`src/rtl/t3pm_pkg.sv`:
```
package t3pm_pkg;

  localparam int unsigned MAX_WIN = 64;

  function automatic int unsigned count_ones(input logic [MAX_WIN-1:0] v);
    int unsigned n;
    n = 0;
    for (int i = 0; i < MAX_WIN; i++) begin
      n += {31'd0, v[i]};
    end
    return n;
  endfunction

  function automatic logic [15:0] sat_add16(input logic [15:0] a, input logic b);
    logic [16:0] s;
    s = {1'b0, a} + {16'd0, b};
    return s[16] ? 16'hFFFF : s[15:0];
  endfunction

endpackage

```
`src/rtl/t3pm_sef_window.sv`:
```
module t3pm_sef_window
  import t3pm_pkg::*;
#(
  parameter int unsigned WIN_LEN    = 16,
  parameter int unsigned SEF_THRESH = 3
) (
  input  logic clk,
  input  logic rst,
  input  logic fbit_vld,
  input  logic fbit_err,
  input  logic lof,
  output logic sef_evt
);

  localparam int unsigned PAD = MAX_WIN - WIN_LEN;

  logic [WIN_LEN-1:0] hist_q;
  logic [WIN_LEN-1:0] hist_nxt;
  logic               over_thresh;

  initial begin
    if (WIN_LEN < 2 || WIN_LEN > MAX_WIN) $error("WIN_LEN out of range");
  end

  always_comb begin
    hist_nxt    = {hist_q[WIN_LEN-2:0], fbit_err};
    over_thresh = count_ones({{PAD{1'b0}}, hist_nxt}) >= SEF_THRESH;
  end

  always_ff @(posedge clk) begin
    if (rst) begin
      hist_q  <= '0;
      sef_evt <= 1'b0;
    end else if (lof) begin
      hist_q  <= '0;
      sef_evt <= 1'b0;
    end else if (fbit_vld) begin
      hist_q  <= hist_nxt;
      sef_evt <= over_thresh;
    end else begin
      sef_evt <= 1'b0;
    end
  end

  p_quiet_without_bit_r2: assert property (@(posedge clk) disable iff (rst)
    !fbit_vld |=> !sef_evt);

  p_history_frozen_r2: assert property (@(posedge clk) disable iff (rst)
    (!fbit_vld && !lof) |=> $stable(hist_q));

  p_lof_empties_r3: assert property (@(posedge clk) disable iff (rst)
    lof |=> (count_ones({{PAD{1'b0}}, hist_q}) == 0) && !sef_evt);

  p_clean_bit_needs_history_r2: assert property (@(posedge clk) disable iff (rst)
    (fbit_vld && !lof && !fbit_err &&
     count_ones({{PAD{1'b0}}, hist_q}) < SEF_THRESH) |=> !sef_evt);

endmodule

```
`src/rtl/t3pm_err_counter.sv`:
```
module t3pm_err_counter
  import t3pm_pkg::*;
#(
  parameter int unsigned CNT_W = 16
) (
  input  logic             clk,
  input  logic             rst,
  input  logic             inc,
  input  logic             upd,
  output logic [CNT_W-1:0] hold
);

  localparam logic [CNT_W-1:0] CNT_MAX = '1;

  logic [CNT_W-1:0] live_q;
  logic [CNT_W-1:0] live_sum;

  always_comb begin
    if (live_q == CNT_MAX) live_sum = CNT_MAX;
    else                   live_sum = live_q + CNT_W'(inc);
  end

  always_ff @(posedge clk) begin
    if (rst) begin
      live_q <= '0;
      hold   <= '0;
    end else if (upd) begin
      hold   <= live_sum;
      live_q <= '0;
    end else begin
      live_q <= live_sum;
    end
  end

  p_no_wrap_r5: assert property (@(posedge clk) disable iff (rst)
    (live_q == CNT_MAX && !upd) |=> live_q == CNT_MAX);

  p_hold_between_transfers_r6: assert property (@(posedge clk) disable iff (rst)
    !upd |=> $stable(hold));

  p_count_monotonic_r4: assert property (@(posedge clk) disable iff (rst)
    (!upd && !$past(upd)) |-> live_q >= $past(live_q));

endmodule

```
`src/rtl/t3pm_upd_ctrl.sv`:
```
module t3pm_upd_ctrl (
  input  logic clk,
  input  logic rst,
  input  logic man_mode,
  input  logic sec_tick,
  input  logic sec_ack,
  input  logic host_upd,
  input  logic ext_upd,
  output logic upd_go,
  output logic upd_done,
  output logic sec_evt
);

  logic host_q;
  logic ext_q;
  logic host_rise;
  logic ext_rise;

  always_comb begin
    host_rise = host_upd && !host_q;
    ext_rise  = ext_upd && !ext_q;
    upd_go    = man_mode ? (host_rise || ext_rise) : sec_tick;
  end

  always_ff @(posedge clk) begin
    if (rst) begin
      host_q   <= 1'b0;
      ext_q    <= 1'b0;
      upd_done <= 1'b0;
      sec_evt  <= 1'b0;
    end else begin
      host_q   <= host_upd;
      ext_q    <= ext_upd;
      upd_done <= upd_go;
      if (sec_tick)     sec_evt <= 1'b1;
      else if (sec_ack) sec_evt <= 1'b0;
    end
  end

  p_done_after_go_r11: assert property (@(posedge clk) disable iff (rst)
    upd_go |=> upd_done);

  p_done_single_r11: assert property (@(posedge clk) disable iff (rst)
    !upd_go |=> !upd_done);

  p_level_no_retrigger_r7: assert property (@(posedge clk) disable iff (rst)
    (man_mode && host_upd && $past(host_upd) && !(ext_upd && !$past(ext_upd)))
      |-> !upd_go);

  p_auto_only_tick_r9: assert property (@(posedge clk) disable iff (rst)
    (!man_mode && !sec_tick) |=> !upd_done);

  p_tick_latches_r10: assert property (@(posedge clk) disable iff (rst)
    sec_tick |=> sec_evt);

  p_ack_clears_r10: assert property (@(posedge clk) disable iff (rst)
    (sec_ack && !sec_tick) |=> !sec_evt);

endmodule

```
`src/rtl/t3_perf_mon.sv`:
```
module t3_perf_mon #(
  parameter int unsigned CNT_W      = 16,
  parameter int unsigned NUM_CNT    = 6,
  parameter int unsigned WIN_LEN    = 16,
  parameter int unsigned SEF_THRESH = 3
) (
  input  logic                       clk,
  input  logic                       rst,
  input  logic                       fbit_vld,
  input  logic                       fbit_err,
  input  logic                       lof,
  input  logic [NUM_CNT-2:0]         err_strb,
  input  logic                       sec_tick,
  input  logic                       sec_ack,
  input  logic                       man_mode,
  input  logic                       host_upd,
  input  logic                       ext_upd,
  output logic [NUM_CNT*CNT_W-1:0]   hold_cnt,
  output logic                       sef_evt,
  output logic                       sec_evt,
  output logic                       upd_done
);

  logic               upd_go;
  logic [NUM_CNT-1:0] cnt_inc;

  t3pm_sef_window #(
    .WIN_LEN   (WIN_LEN),
    .SEF_THRESH(SEF_THRESH)
  ) u_window (
    .clk     (clk),
    .rst     (rst),
    .fbit_vld(fbit_vld),
    .fbit_err(fbit_err),
    .lof     (lof),
    .sef_evt (sef_evt)
  );

  t3pm_upd_ctrl u_ctrl (
    .clk     (clk),
    .rst     (rst),
    .man_mode(man_mode),
    .sec_tick(sec_tick),
    .sec_ack (sec_ack),
    .host_upd(host_upd),
    .ext_upd (ext_upd),
    .upd_go  (upd_go),
    .upd_done(upd_done),
    .sec_evt (sec_evt)
  );

  for (genvar k = 0; k < NUM_CNT; k++) begin : g_cnt
    if (k == 0) begin : g_fbit
      assign cnt_inc[k] = fbit_vld & fbit_err;
    end else begin : g_strb
      assign cnt_inc[k] = err_strb[k-1];
    end

    t3pm_err_counter #(
      .CNT_W(CNT_W)
    ) u_cnt (
      .clk (clk),
      .rst (rst),
      .inc (cnt_inc[k]),
      .upd (upd_go),
      .hold(hold_cnt[k*CNT_W +: CNT_W])
    );
  end

  p_outputs_quiet_after_reset_r1: assert property (@(posedge clk)
    $fell(rst) |-> (hold_cnt == '0) && !sef_evt && !sec_evt && !upd_done);

  p_hold_moves_only_on_transfer_r6: assert property (@(posedge clk) disable iff (rst)
    !upd_go |=> $stable(hold_cnt));

endmodule

```
`config.mk`:
```
export PLATFORM = sky130hd
export DESIGN_NAME = t3_perf_mon
export DESIGN_NICKNAME = d
export VERILOG_FILES = /design/src/rtl/t3pm_pkg.sv /design/src/rtl/t3pm_sef_window.sv /design/src/rtl/t3pm_err_counter.sv /design/src/rtl/t3pm_upd_ctrl.sv /design/src/rtl/t3_perf_mon.sv
export SDC_FILE = /design/constraint.sdc
export NUM_CORES = 1
export LEC_CHECK = 0
export BUFFER_PORTS_ARGS = -buffer_cell sky130_fd_sc_hd__buf_2
export CAP_MARGIN = 0
export CORE_MARGIN = 3
export CORE_UTILIZATION = 30
export CTS_CLUSTER_SIZE = 40
export DETAILED_ROUTE_END_ITERATION = 8
export GPL_TIMING_DRIVEN = 0
export PLACE_DENSITY = 0.51
export SYNTH_ARGS = -nofsm -noshare
export SYNTH_HDL_FRONTEND = slang
export SYNTH_SLANG_ARGS = --single-unit
```
`constraint.sdc`:
```
create_clock -name clk -period 5.5 [get_ports clk]
set_input_delay 0 -clock clk [delete_from_list [all_inputs] [get_ports clk]]
set_output_delay 0 -clock clk [all_outputs]
set_load 0.05 [all_outputs]
```
Word level (Yosys, flattened, before mapping)
Cells that the tools add are included.
- mux-type cells: 9
- magnitude comparators: 1
- bitwise gates (word level): 2
- reductions and logical operators: 9
- $add $sub $neg: 21
- equality and inequality tests: 6
- operator list (cell ; count):
    32-bit by 1-bit adder with 32-bit output ; 13
    16-bit by 1-bit adder with 16-bit output ; 6
    16-bit == test, second input constant ; 6
    16-bit two-way mux ; 6
    32-bit by 2-bit greater-or-equal comparator with 1-bit output, second input constant ; 1
    2-bit OR reduction ; 2
    2-bit by 1-bit adder with 3-bit output ; 1
    1-bit two-way mux ; 3
    3-bit OR reduction ; 1
    1-bit by 1-bit adder with 2-bit output ; 1
    1-bit logical AND ; 2
    1-bit zero test ; 2
    2-bit nonzero test ; 1
    1-bit AND ; 1
    1-bit logical OR ; 1
    1-bit NOT ; 1
- word-level logic and storage cells: 66
- output and inout port bits: 99
- bits in registers: 212
- bits of input ports: 15

Depth between registers and ports, before layout
- word-level depth: 16
- mapped depth: 14
- gate-level depth less buffers: 14

Modules after synthesis
Synthesis repeated with hierarchy kept, for this count alone.
- cells, all modules: 1018
- area total of the unflattened synthesis: 9441.6 µm²
- by module, submodules not included (module ; area an instance (µm²) ; times used ; seq. area each (µm²) ; cells each):
    t3pm_err_counter ; 1383.8 ; 6 ; 640.6 ; 151
    t3pm_sef_window ; 987.2 ; 1 ; 320.3 ; 97
    t3pm_upd_ctrl ; 145.1 ; 1 ; 80.1 ; 14
    t3_perf_mon ; 6.3 ; 1 ; 0.0 ; 1

Worst setup path before layout
Ideal clock, no wire load.
- path type: flip-flop to flip-flop
- start: reg u_window.hist_q[0]
- end: reg u_window.sef_evt
- setup time: 127 ps
- stages on the path, launching flop included: 12
- data arrival time: 3705 ps
- data required time: 5373 ps
- slack: 1668 ps
- cell sequence: dfxtp_1 fa_1 inv_1 fa_1 fa_1 fa_1 fa_1 inv_1 ha_1 fa_1 a211oi_1 a211oi_1
- word-level cells in the longest chain between the ends: 16
- ends and longest elaborated chain (what ; line ; source):
    from (decl) ; t3pm_sef_window.sv:17 ; logic [WIN_LEN-1:0] hist_q;
    from (signal assigned) ; t3pm_sef_window.sv:38 ; hist_q <= hist_nxt;
    1-bit by 1-bit adder with 2-bit output ; t3pm_pkg.sv:9 ; n += {31'd0, v[i]};
    2-bit by 1-bit adder with 3-bit output ; t3pm_pkg.sv:9 ;
    32-bit by 1-bit adder with 32-bit output (13 in a row) ; t3pm_pkg.sv:9 ;
    32-bit by 2-bit greater-or-equal comparator with 1-bit output ; t3pm_sef_window.sv:27 ; over_thresh = count_ones({{PAD{1'b0}}, hist_nxt}) >= SEF_THRESH;
    to (signal assigned) ; t3pm_sef_window.sv:39 ; sef_evt <= over_thresh;
    to (decl) ; t3pm_sef_window.sv:12 ; output logic sef_evt
No other way between the ends.
A chain may end at the register's enable or synchronous reset.

Worst setup path in the final report
Ends and elaborated chain as after synthesis.

==> run summary <==
===============================================================================================
Result of the run                                                                  complete, no violations
Reg-to-reg startpoint                                                              u_window.hist_q[0]$_SDFFE_PP0P_
Setup_tns                                                                                  0 ps
Period utilisation layout                                                                 0.737
Vias in the first global route                                                             6967
Syn Inst Count                                                                              982
Average wire per cell in the routed design                                              14.9 um
Unique masters post-synth                                                                    47
Number of remaining DRC errors                                                                0
Data arrival at the endpoint of the critical path                                       4440 ps
Synthesized netlist net count                                                              1024
Maximum root-to-sink buffer count                                                             3
Number of top-level pins                                                                    114
Clk root buf                                                                          clkbuf_16
Pre-CTS setup slack                                                                     1460 ps
Post-DR vias/cell                                                                          4.67
Sequential fraction of the synthesis area                                                 0.493
Share of final-layout standard cells stronger than drive strength 1                       0.158
Crit path required time                                                                 5880 ps
Initial drt markers                                                                         362
Maximum clock frequency                                                                 247 MHz
Maximum net fanout on the critical path                                                       3
Worst reg-to-reg path cell count                                                             11
Wire length of the first global-routing pass                                           37400 um
Min Clock Period, post-route                                                            4060 ps
Cell types occupying the most area after synthesis                                 dfxtp_1 49%, nor2_1 7.8%, o21ai_0 4.2%, nand2_1 4.2%, xnor2_1 3.8%
Diode count                                                                                   0
Highest cell delay on the worst timing path                                              540 ps
Portion of total power attributed to combinational logic                                  0.055
Commonest cells after routing, fill and taps aside                                 212 x dfxtp_1, 179 x nor2_1, 122 x buf_2
CP Capture Type                                                                        register
Filler cell count in the final layout                                                      2921
Worst-margin pin slew                                                                    725 ps
Post-synthesis average cell area                                                       8.76 um2
Sequential standard cell area                                                       0.00424 mm2
Kind of start point of the critical path                                               register
Starting utilization of the core area                                                     0.307
Placeable core area                                                                  0.0280 mm2
Std cell rows                                                                                61
Flop and latch count out of synthesis                                                       212
Fraction of post-synthesis cell area in the top cell type by area                         0.493
Most common cell type on the critical path                                                 fa_1
Final Hold Viols                                                                              0
Number of clock sinks seen by CTS                                                           212
Cell breakdown of the critical path                                                fa_1, inv_1, fa_1, fa_1, fa_1, fa_1, inv_1, ha_1, fa_1, a211oi_1, a211oi_1
Headroom to the max-slew limit                                                            0.517
Internal                                                                                2.70 mW
Power share of the clock group                                                            0.497
Power per Cell Area                                                                  329 mW/mm2
GRT Total Usage                                                                           0.149
Cell family with most CP delay                                                      adder cells
EDFF count, synth                                                                             0
Number of max-cap violations                                                                  0
Total half-perimeter wirelength after legalization and detailed placement              16600 um
Commonest non-fill, non-tap cell in the layout                                          dfxtp_1
Endpoint of the worst register-to-register path                                    u_window.sef_evt$_SDFF_PP0_
Clock input transition at the sequential cells of the worst setup and hold paths          60 ps
Wire length reported by the detailed router                                            22800 um
Cells on Worst Hold Path                                                                      4
Number of antenna violations at the first check in global routing                             0
Setup slack on the worst flop-to-flop path                                              1440 ps
Endpoint of the worst hold path                                                    u_window.hist_q[14]$_SDFFE_PP0P_
Layout net count                                                                           1175
Maximum number of pins on one net before global-route repair                                 13
TritonRoute pass-1 iters                                                                      7
Switching share of power                                                                  0.228
Worst path slowest cell                                                                    fa_1
Setup violators final                                                                         0
Gpl congestion                                                                            0.844
RSZ-0062 raised after global routing                                                         no
Switching power                                                                        0.797 mW
Final worst setup slack                                                                 1440 ps
Max Slew Vio Count                                                                            0
DIE WIDTH                                                                                175 um
Largest voltage drop on the vdd net                                                  0.000199 V
Post-cts gate resize count                                                                    0
Util after Layout                                                                         0.380
Most frequently used flop master after synthesis                                        dfxtp_1
Signed area change from the synthesized netlist to the final layout                       23.6%
Setup Fix Bufs, Post-CTS                                                                      0
Type of the tightest min-delay check                                                  in -> reg
Hold path startpoint                                                                        lof
Sequential share of power                                                                 0.448
Clock latency reported for the late side of the worst-skew pair                          510 ps
Overall die area                                                                     0.0308 mm2
Number of nets with antenna violations after routing                                          0
Largest area contributor in the synthesized netlist                                     dfxtp_1
Final Skew                                                                              8.33 ps
Number of buffers added by the clock tree synthesis step                                     25
Count of synthesis-stage warnings from yosys                                                  0
FFs w/ async S/R, synth                                                                       0
Path type of the worst setup path                                                    reg -> reg
Count of H-tree levels built during CTS                                                       1
CTS tree                                                                                   done
Static leakage power                                                                    4.29 nW
Total number of vias                                                                       7127
Sum of overflow across all layers after global routing                                        0
Area used by multi-input combinational logic                                        0.00403 mm2
Cts-stage hold buffer count                                                                  13
CP bufs+invs                                                                                  2
Total of buffers placed on input and output ports                                           111
Die Span Y                                                                               175 um
Netlist area before placement                                                       0.00861 mm2
===============================================================================================
## per-stage QoR
stage	cells	cell area, um2	total power, mW	hold WS (ps)
4_1_cts	1527	10600	3.55	15.1
3_3_place_gp	1471	9630	1.79	229
2_1_floorplan	982	8610	1.72	117
5_1_grt	1527	10600	3.63	67.2
3_5_place_dp	1471	9630	1.79	240
6_report	1527	10600	3.50	20.9
## cells in the mapped netlist (3+ instances only)
cell type	count
a211oi_1	13
a21o_1	11
a21oi_1	36
a311oi_1	6
a31o_2	4
a31oi_1	5
and2_1	5
and3_1	7
and4_1	11
buf_1	6
buf_2	11
clkbuf_1	29
dfxtp_1	212
fa_1	10
ha_1	17
inv_1	32
mux2i_1	20
nand2_1	97
nand2b_1	4
nand3_1	41
nand4_1	21
nor2_1	179
nor2b_1	3
nor3_1	19
nor4_1	18
o21a_1	3
o21ai_0	73
or2_2	6
or3_1	4
xnor2_1	37
xor2_1	20
## tightest hold or removal path, cell delays in order
cell and delay [ps]:
buf_2 70, or2_2 80, clkbuf_1 250, nor2_1 80
## metal layers
| layer | part of all wire | track usage | up-vias |
|---|---|---|---|
| met5 | 0 | 0 | - |
| met4 | 0.024 | 0.0406 | 0 |
| met3 | 0.055 | 0.0344 | 32 |
| met2 | 0.44 | 0.236 | 129 |
| met1 | 0.48 | 0.203 | 3317 |
| li1 | - | - | 3649 |
## state kept, by name (all words and copies together), names as in the netlist
register and flops:
u_ctrl.host_q 1, u_ctrl.upd_done 1, g_cnt.u_cnt.hold 96, u_ctrl.sec_evt 1, u_ctrl.ext_q 1, g_cnt.u_cnt.live_q 96, u_window.hist_q 15, u_window.sef_evt 1
## power groups by stage
stage	clock network, mW	registers (mW)	logic, mW
floorplan	0	1.65	0.0753
global placement	0	1.60	0.190
detailed placement	0	1.60	0.191
CTS	1.79	1.57	0.199
global route	1.85	1.57	0.214
finish	1.74	1.57	0.193
## cells by family after synthesis
logic type	count (synthesis)	synth area share
simple gates	426	0.229
buf+inv	81	0.0387
fa+ha+maj	27	0.0480
compound gates	159	0.110
flops	212	0.493
xor+xnor	57	0.0580
mux	20	0.0233
## how the worst max path moves through the flow
stage,from,end,slack [ps],depth (start not counted)
after floorplan,u_window.hist_q[0]$_SDFFE_PP0P_,u_window.sef_evt$_SDFF_PP0_,1670,11
final,u_window.hist_q[0]$_SDFFE_PP0P_,u_window.sef_evt$_SDFF_PP0_,1440,11
after global placement,u_window.hist_q[0]$_SDFFE_PP0P_,u_window.sef_evt$_SDFF_PP0_,1460,11
after detailed placement,u_window.hist_q[0]$_SDFFE_PP0P_,u_window.sef_evt$_SDFF_PP0_,1460,11
after CTS,u_window.hist_q[0]$_SDFFE_PP0P_,u_window.sef_evt$_SDFF_PP0_,1430,11
after global routing,u_window.hist_q[0]$_SDFFE_PP0P_,u_window.sef_evt$_SDFF_PP0_,1350,11
## cell type report
class | instances | area share
plain buffers | 49 | 0.0200
clock buffers | 38 | 0.0728
clock inverters | 5 | 0.00941
inverters | 32 | 0.0113
multi-input cells | 689 | 0.379
flip-flops and latches | 212 | 0.399
well taps | 378 | 0.0445
repair buffers | 124 | 0.0644
No activity file was read; power rests on OpenSTA's default activity.
